$ cat src/rtl/ptmr_pkg.sv
package ptmr_pkg;

    localparam int SEL_W = 3;

    typedef enum logic [1:0] {
        A_CNT_LO = 2'd0,
        A_CNT_HI = 2'd1,
        A_CTRL   = 2'd2,
        A_FLAGS  = 2'd3
    } reg_addr_e;

    typedef struct packed {
        logic [1:0]       rsvd;
        logic [SEL_W-1:0] sel;
        logic             bypass;
        logic             wide;
        logic             run;
    } ctrl_t;

    localparam logic [7:0] CTRL_WMASK = 8'h3F;

    // low-order prescaler bits that must all be 1 to finish a period
    function automatic logic [31:0] ratio_mask(input logic [SEL_W-1:0] sel);
        return (32'd2 << sel) - 32'd1;
    endfunction

endpackage

$ cat src/rtl/ptmr_prescaler.sv
module ptmr_prescaler
    import ptmr_pkg::*;
#(
    parameter int PRE_W = 8
) (
    input  logic             clk,
    input  logic             rst,
    input  logic             advance,
    input  logic             clear,
    input  logic [SEL_W-1:0] sel,
    output logic             pulse
);
    logic [PRE_W-1:0] pre_q;
    logic [31:0]      full_mask;
    logic [PRE_W-1:0] mask;

    assign full_mask = ratio_mask(sel);
    assign mask      = full_mask[PRE_W-1:0];
    assign pulse     = advance && (&(pre_q | ~mask));

    always_ff @(posedge clk) begin
        if (rst || clear)  pre_q <= '0;
        else if (advance)  pre_q <= pre_q + PRE_W'(1);
    end

    AST_PRE_CLEAR: assert property (@(posedge clk) disable iff (rst)
        clear |=> pre_q == '0);
    AST_PRE_HOLD: assert property (@(posedge clk) disable iff (rst)
        (!advance && !clear) |=> $stable(pre_q));

endmodule

$ cat src/rtl/ptmr_counter.sv
module ptmr_counter #(
    parameter int DW = 8
) (
    input  logic            clk,
    input  logic            rst,
    input  logic            inc,
    input  logic            wide,
    input  logic [1:0]      wr_lane,
    input  logic [DW-1:0]   wr_data,
    input  logic [DW-1:0]   wr_mask,
    output logic [2*DW-1:0] count,
    output logic            ovf
);
    localparam int NB = 2;
    localparam int CW = NB * DW;

    logic [CW-1:0] count_q;
    logic [CW-1:0] bumped;
    logic          any_wr;

    assign any_wr = |wr_lane;
    assign bumped = wide ? count_q + CW'(1)
                         : {count_q[CW-1:DW], count_q[DW-1:0] + DW'(1)};
    assign ovf    = inc && (wide ? (&count_q) : (&count_q[DW-1:0]));
    assign count  = count_q;

    for (genvar g = 0; g < NB; g++) begin : g_lane
        always_ff @(posedge clk) begin
            if (rst)
                count_q[g*DW +: DW] <= '0;
            else if (any_wr) begin
                if (wr_lane[g])
                    count_q[g*DW +: DW] <= (count_q[g*DW +: DW] & ~wr_mask)
                                         | (wr_data & wr_mask);
            end else if (inc)
                count_q[g*DW +: DW] <= bumped[g*DW +: DW];
        end
    end

    AST_CNT_IDLE: assert property (@(posedge clk) disable iff (rst)
        (!inc && !any_wr) |=> $stable(count_q));
    AST_CNT_WRAP: assert property (@(posedge clk) disable iff (rst)
        (ovf && !any_wr) |=> count_q[DW-1:0] == '0);
    AST_WRITE_WINS: assert property (@(posedge clk) disable iff (rst)
        (wr_lane[0] && (&wr_mask)) |=> count_q[DW-1:0] == $past(wr_data));

endmodule

$ cat src/rtl/ptmr_irq.sv
module ptmr_irq (
    input  logic       clk,
    input  logic       rst,
    input  logic       ovf,
    input  logic       sw_wr,
    input  logic [1:0] sw_data,
    input  logic [1:0] sw_mask,
    output logic       flag,
    output logic       ie,
    output logic       irq
);
    always_ff @(posedge clk) begin
        if (rst) begin
            flag <= 1'b0;
            ie   <= 1'b0;
        end else begin
            if (ovf)                        flag <= 1'b1;
            else if (sw_wr && sw_mask[0])   flag <= sw_data[0];
            if (sw_wr && sw_mask[1])        ie   <= sw_data[1];
        end
    end

    assign irq = flag && ie;

    AST_FLAG_SET: assert property (@(posedge clk) disable iff (rst)
        ovf |=> flag);
    AST_FLAG_STICKY: assert property (@(posedge clk) disable iff (rst)
        (flag && !(sw_wr && sw_mask[0] && !sw_data[0])) |=> flag);

endmodule

$ cat src/rtl/prescaled_timer.sv
module prescaled_timer
    import ptmr_pkg::*;
#(
    parameter int DW    = 8,
    parameter int PRE_W = 8
) (
    input  logic          clk,
    input  logic          rst,
    input  logic          tick_in,
    input  logic          sleep_in,
    input  logic          wr_en,
    input  logic [1:0]    wr_addr,
    input  logic [DW-1:0] wr_data,
    input  logic [DW-1:0] wr_mask,
    input  logic [1:0]    rd_addr,
    output logic [DW-1:0] rd_data,
    output logic          irq
);
    localparam int CW = 2 * DW;

    ctrl_t         ctrl_q;
    logic          live_tick;
    logic          pre_pulse;
    logic          inc;
    logic [1:0]    cnt_wr;
    logic          flags_wr;
    logic [CW-1:0] count;
    logic          ovf;
    logic          flag;
    logic          ie;
    reg_addr_e     waddr;

    assign waddr     = reg_addr_e'(wr_addr);
    assign cnt_wr[0] = wr_en && (waddr == A_CNT_LO);
    assign cnt_wr[1] = wr_en && (waddr == A_CNT_HI);
    assign flags_wr  = wr_en && (waddr == A_FLAGS);

    always_ff @(posedge clk) begin
        if (rst)
            ctrl_q <= '0;
        else if (wr_en && waddr == A_CTRL)
            ctrl_q <= (ctrl_q & ~(wr_mask[7:0] & CTRL_WMASK))
                    | (wr_data[7:0] & wr_mask[7:0] & CTRL_WMASK);
    end

    assign live_tick = tick_in && ctrl_q.run && !sleep_in;

    ptmr_prescaler #(.PRE_W(PRE_W)) u_pre (
        .clk     (clk),
        .rst     (rst),
        .advance (live_tick && !ctrl_q.bypass),
        .clear   (|cnt_wr),
        .sel     (ctrl_q.sel),
        .pulse   (pre_pulse)
    );

    assign inc = ctrl_q.bypass ? live_tick : pre_pulse;

    ptmr_counter #(.DW(DW)) u_cnt (
        .clk     (clk),
        .rst     (rst),
        .inc     (inc),
        .wide    (ctrl_q.wide),
        .wr_lane (cnt_wr),
        .wr_data (wr_data),
        .wr_mask (wr_mask),
        .count   (count),
        .ovf     (ovf)
    );

    ptmr_irq u_irq (
        .clk     (clk),
        .rst     (rst),
        .ovf     (ovf),
        .sw_wr   (flags_wr),
        .sw_data (wr_data[1:0]),
        .sw_mask (wr_mask[1:0]),
        .flag    (flag),
        .ie      (ie),
        .irq     (irq)
    );

    always_comb begin
        case (reg_addr_e'(rd_addr))
            A_CNT_LO: rd_data = count[DW-1:0];
            A_CNT_HI: rd_data = count[CW-1:DW];
            A_CTRL:   rd_data = DW'(ctrl_q);
            default:  rd_data = DW'({ie, flag});
        endcase
    end

    AST_SLEEP_FREEZE: assert property (@(posedge clk) disable iff (rst)
        (sleep_in && !(|cnt_wr)) |=> $stable(count));
    AST_SLEEP_NO_OVF: assert property (@(posedge clk) disable iff (rst)
        sleep_in |-> !ovf);

endmodule

$ cat config.mk
export PLATFORM = sky130hd
export DESIGN_NAME = prescaled_timer
export DESIGN_NICKNAME = d
export VERILOG_FILES = /design/src/rtl/ptmr_pkg.sv /design/src/rtl/ptmr_prescaler.sv /design/src/rtl/ptmr_counter.sv /design/src/rtl/ptmr_irq.sv /design/src/rtl/prescaled_timer.sv
export SDC_FILE = /design/constraint.sdc
export NUM_CORES = 1
export LEC_CHECK = 0
export BUFFER_PORTS_ARGS = -buffer_cell sky130_fd_sc_hd__buf_2
export CAP_MARGIN = 20
export CORE_UTILIZATION = 41
export CTS_CLUSTER_SIZE = 24
export DETAILED_ROUTE_END_ITERATION = 8
export SYNTH_ARGS = -nofsm -noshare
export SYNTH_HDL_FRONTEND = slang
export SYNTH_SLANG_ARGS = --single-unit
$ cat constraint.sdc
create_clock -name clk -period 3.8 [get_ports clk]
set_clock_uncertainty 0.2 [all_clocks]
set_input_delay 0.38 -clock clk [delete_from_list [all_inputs] [get_ports clk]]
set_output_delay 0.38 -clock clk [all_outputs]
set_load 0.02 [all_outputs]
==> flow_results.org <==
** Outcome
- The run finished with clean final reports.

** Logic synthesis
- The share of synthesized area in the top cell type comes to 26.6%.
- By area the synthesized netlist is led by sky130_fd_sc_hd__dfxtp_1, sky130_fd_sc_hd__a21oi_1, sky130_fd_sc_hd__nand2_1.
- Netlist area before placement :: around 2400 um2
- Sequential cells were found to cover 26.6% of the synthesized design area.
- The netlist uses 52 different library cells.
- Number of nets in the synthesized netlist :: 334
- Post-synth EDFFs :: 0
- Cell types with the highest counts after synthesis :: sky130_fd_sc_hd__nand2_1, sky130_fd_sc_hd__dfxtp_1, sky130_fd_sc_hd__a21oi_1, sky130_fd_sc_hd__nor2_1, sky130_fd_sc_hd__o21ai_0
- YS warnings :: 0
- Gate Count Post-Synth :: 306
- Most common flop cell mapped by yosys :: sky130_fd_sc_hd__dfxtp_1
- Dominant cell type by area after synthesis :: sky130_fd_sc_hd__dfxtp_1
- Proportion of synthesized flip-flops having asynchronous set or reset :: 0%
- After synthesis, the mean cell area works out to 7.88 um2.
- After synthesis the netlist holds a flip-flop and latch count of 32.
- Most frequently used cell type in the post-synthesis netlist :: sky130_fd_sc_hd__nand2_1

** Power
- Switch Pwr :: around 0.22 mW
- Switching portion of total power :: 26.7%
- Pwr/cell area :: 312 nW/um2
- The share of total power dissipated in combinational logic is 13.5%.
- Relative contribution of the clock network to total power :: 44.6%
- VDD sags by at most 213 uV.
- P_leak :: ~0.93 nW
- The internal power of the cells totals 0.617 mW.
- Per report_power, the sequential group accounts for a little over two fifths of the total.

** Worst hold path
- Hold Path Depth :: 3
- In this run the most critical hold path is launched from wr_data[1].
- In this run the worst hold path is classified as in -> reg.

** Critical path
- Counting cells, the worst reg-to-reg path comes to 9.
- The worst register-to-register path has a setup slack of 0.61 ns.
- The worst setup path is launched from a register.
- Setup CP Type :: reg -> reg
- Worst Path Max Fanout :: 16
- CP arrival :: between 3 and 4 ns
- The worst setup path is captured at a register.
- STA puts the critical path data required time at 3.79 ns.

** Finish
- Diode count :: 0
- Layout overhead on the synthesized area :: 11.8%
- Net count of the finished layout :: between 300 and 400
- In the final layout, the share of cells above drive strength 1 is between 20% and 30%.

** Timing
- Of the available clock period, the critical path in the final layout requires 84.1%.
- TNS Setup :: 0 ns
- Setup violations remaining at the end of the flow were counted as 0.
- Subtracting the final worst setup slack from the clock period gives 3.19 ns.
- Number of max-slew violations in the final report :: 0
- The hold violation total from the final report is 0.
- Based on the critical path, the design can be clocked at up to 313 MHz.
- For the pin with the worst max-slew slack, the measured transition is 0.882 ns.
- The tightest hold path in the finished design has a slack of about 0.14 ns.
- Worst slew margin :: 41.0%
- Setup repair after global routing left no endpoint under its margin.

** Clock network
- Largest buffer count on any clock path :: 2
- Post-CTS Hold Buffers :: 0
- Number of buffers inserted to repair setup after CTS :: 0
- In this run, post-CTS repair resized a total of 0 instances.
- Clock tree root buffer cell :: sky130_fd_sc_hd__clkbuf_8
- H-tree Lvls :: 2
- TritonCTS built the clock tree.
- TritonCTS Buffers :: 5
- Clock tree synthesis found a total of 32 sinks.
- After clock tree synthesis, the clock-pin slew on the worst setup and hold paths is 0.07 ns.
- Clock latency reported for the late side of the worst-skew pair :: approximately 0.30 ns

** Die
- Die Span Y :: between 70 and 80 um
- Effective utilization at floorplan :: 43.3%
- The floorplan step defined a die boundary enclosing 6190 um2.
- Die width :: between 70 and 80 um
- Pin placement for this block handled 34 I/O pins.
- In this run the core area contains 27 standard-cell rows.
- The core region is roughly 5600 um2.

** Routing
- Number of DRC violations after detailed routing :: 0
- The routed layout has 2314 vias.
- Post-DRT Antenna Nets :: 0
- Ratio of routed vias to standard cells :: between 5 and 6
- The detailed router finished its first iteration with 129 violations.
- The routed design has 6.43 mm of wire.
- Routed wirelength normalized by instance count :: between 15 and 20 um
- For this run, the detailed router's first-pass iteration total came to 4.

** Place
- The congestion estimate from routability-driven global placement came to around 0.82.
- Final HPWL DP :: 4.61 mm
- During placement, the flow inserted port buffers numbering 33.

** Global routing
- Largest net degree at the start of global routing :: 26
- The first global-routing pass estimated 10.7 mm of wire.
- Total track usage :: 22.2%
- Antenna violations before repair :: 0
- Sum of overflow across all layers after global routing :: 0
- Via count of the first global-routing pass :: 2142

** Job
- Max-cap violations in this run came to 0.
worst max-delay path by stage:
stage | startpoint | to | slack, ns | cells after the start
finish | register | register | 0.61 | 9
floorplan | register | register | 0.92 | 11
detailed placement | register | register | 0.64 | 9
CTS | register | register | 0.61 | 9
global route | register | register | 0.38 | 9
global placement | register | register | 0.69 | 9
worst max-delay path: stages, from the launching register on:
cell and delay (ns):
sky130_fd_sc_hd__dfxtp_1 0.42, sky130_fd_sc_hd__nor3_1 0.27, sky130_fd_sc_hd__inv_1 0.07, sky130_fd_sc_hd__ha_1 0.27
sky130_fd_sc_hd__or4b_1 0.49, sky130_fd_sc_hd__a31o_1 0.26, sky130_fd_sc_hd__nor3b_4 0.16, sky130_fd_sc_hd__a21oi_4 0.50
sky130_fd_sc_hd__a21oi_1 0.16, sky130_fd_sc_hd__a2111oi_2 0.29
stage by stage:
stage	cells	setup WS (ns)	total power [mW]	instance area (um2)	utilization, %
finish	400	0.606	0.842	2700	48.4
global route	400	0.377	0.878	2700	48.4
CTS	400	0.607	0.841	2700	48.4
detailed placement	392	0.641	0.473	2570	46.1
global placement	392	0.686	0.472	2570	46.1
floorplan	306	0.917	0.434	2410	-
layout make-up:
cell class	count	area, um2
clock inverter	1	30.0
multi-input combinational	240	1610
fill	550	2880
clock buffer	7	96.3
inverter	13	48.8
sequential	32	641
timing repair buffer	35	180
tap	72	90.1
logic make-up (layout without fill, tap and decap cells):
kind of cell | Yosys count | after routing | synth area share [%]
AND/OR/NAND/NOR | 124 | 124 | 27.0
AO/OA/AOI/OAI | 86 | 86 | 27.0
buffers and inverters | 34 | 56 | 6.64
flip-flops | 32 | 32 | 26.6
XOR/XNOR | 18 | 18 | 6.54
multiplexers | 9 | 9 | 4.77
adder cells (fa/ha/maj) | 3 | 3 | 1.56
placed cells by master (no fill, tap or decap), types with 8 or more instances in the layout:
cell type / count
sky130_fd_sc_hd__dfxtp_1: 32
sky130_fd_sc_hd__nand3_1: 16
sky130_fd_sc_hd__nand4_1: 9
sky130_fd_sc_hd__inv_1: 13
sky130_fd_sc_hd__buf_2: 33
sky130_fd_sc_hd__xnor2_1: 10
sky130_fd_sc_hd__xor2_1: 8
sky130_fd_sc_hd__o21ai_0: 20
sky130_fd_sc_hd__nor2_1: 27
sky130_fd_sc_hd__a21oi_1: 31
sky130_fd_sc_hd__nand2_1: 33
power by group through the flow:
stage               Sequential [mW]  Combinational [mW]  Clock (mW)
finish                        0.353               0.114       0.375
global route                  0.355               0.126       0.397
CTS                           0.353               0.113       0.375
detailed placement            0.361               0.113           0
global placement              0.361               0.112           0
floorplan                     0.355              0.0791           0
per-layer routing:
| metal | vias up | track usage [%] | wire length (um) |
|---|---|---|---|
| met5 | - | 0 | 0 |
| met4 | 0 | 7.59 | 92 |
| met3 | 9 | 3.45 | 306 |
| met2 | 47 | 36.2 | 3000 |
| met1 | 1109 | 29.6 | 3040 |
| li1 | 1149 | - | - |
Note: power is estimated with default switching activity, not from simulation.
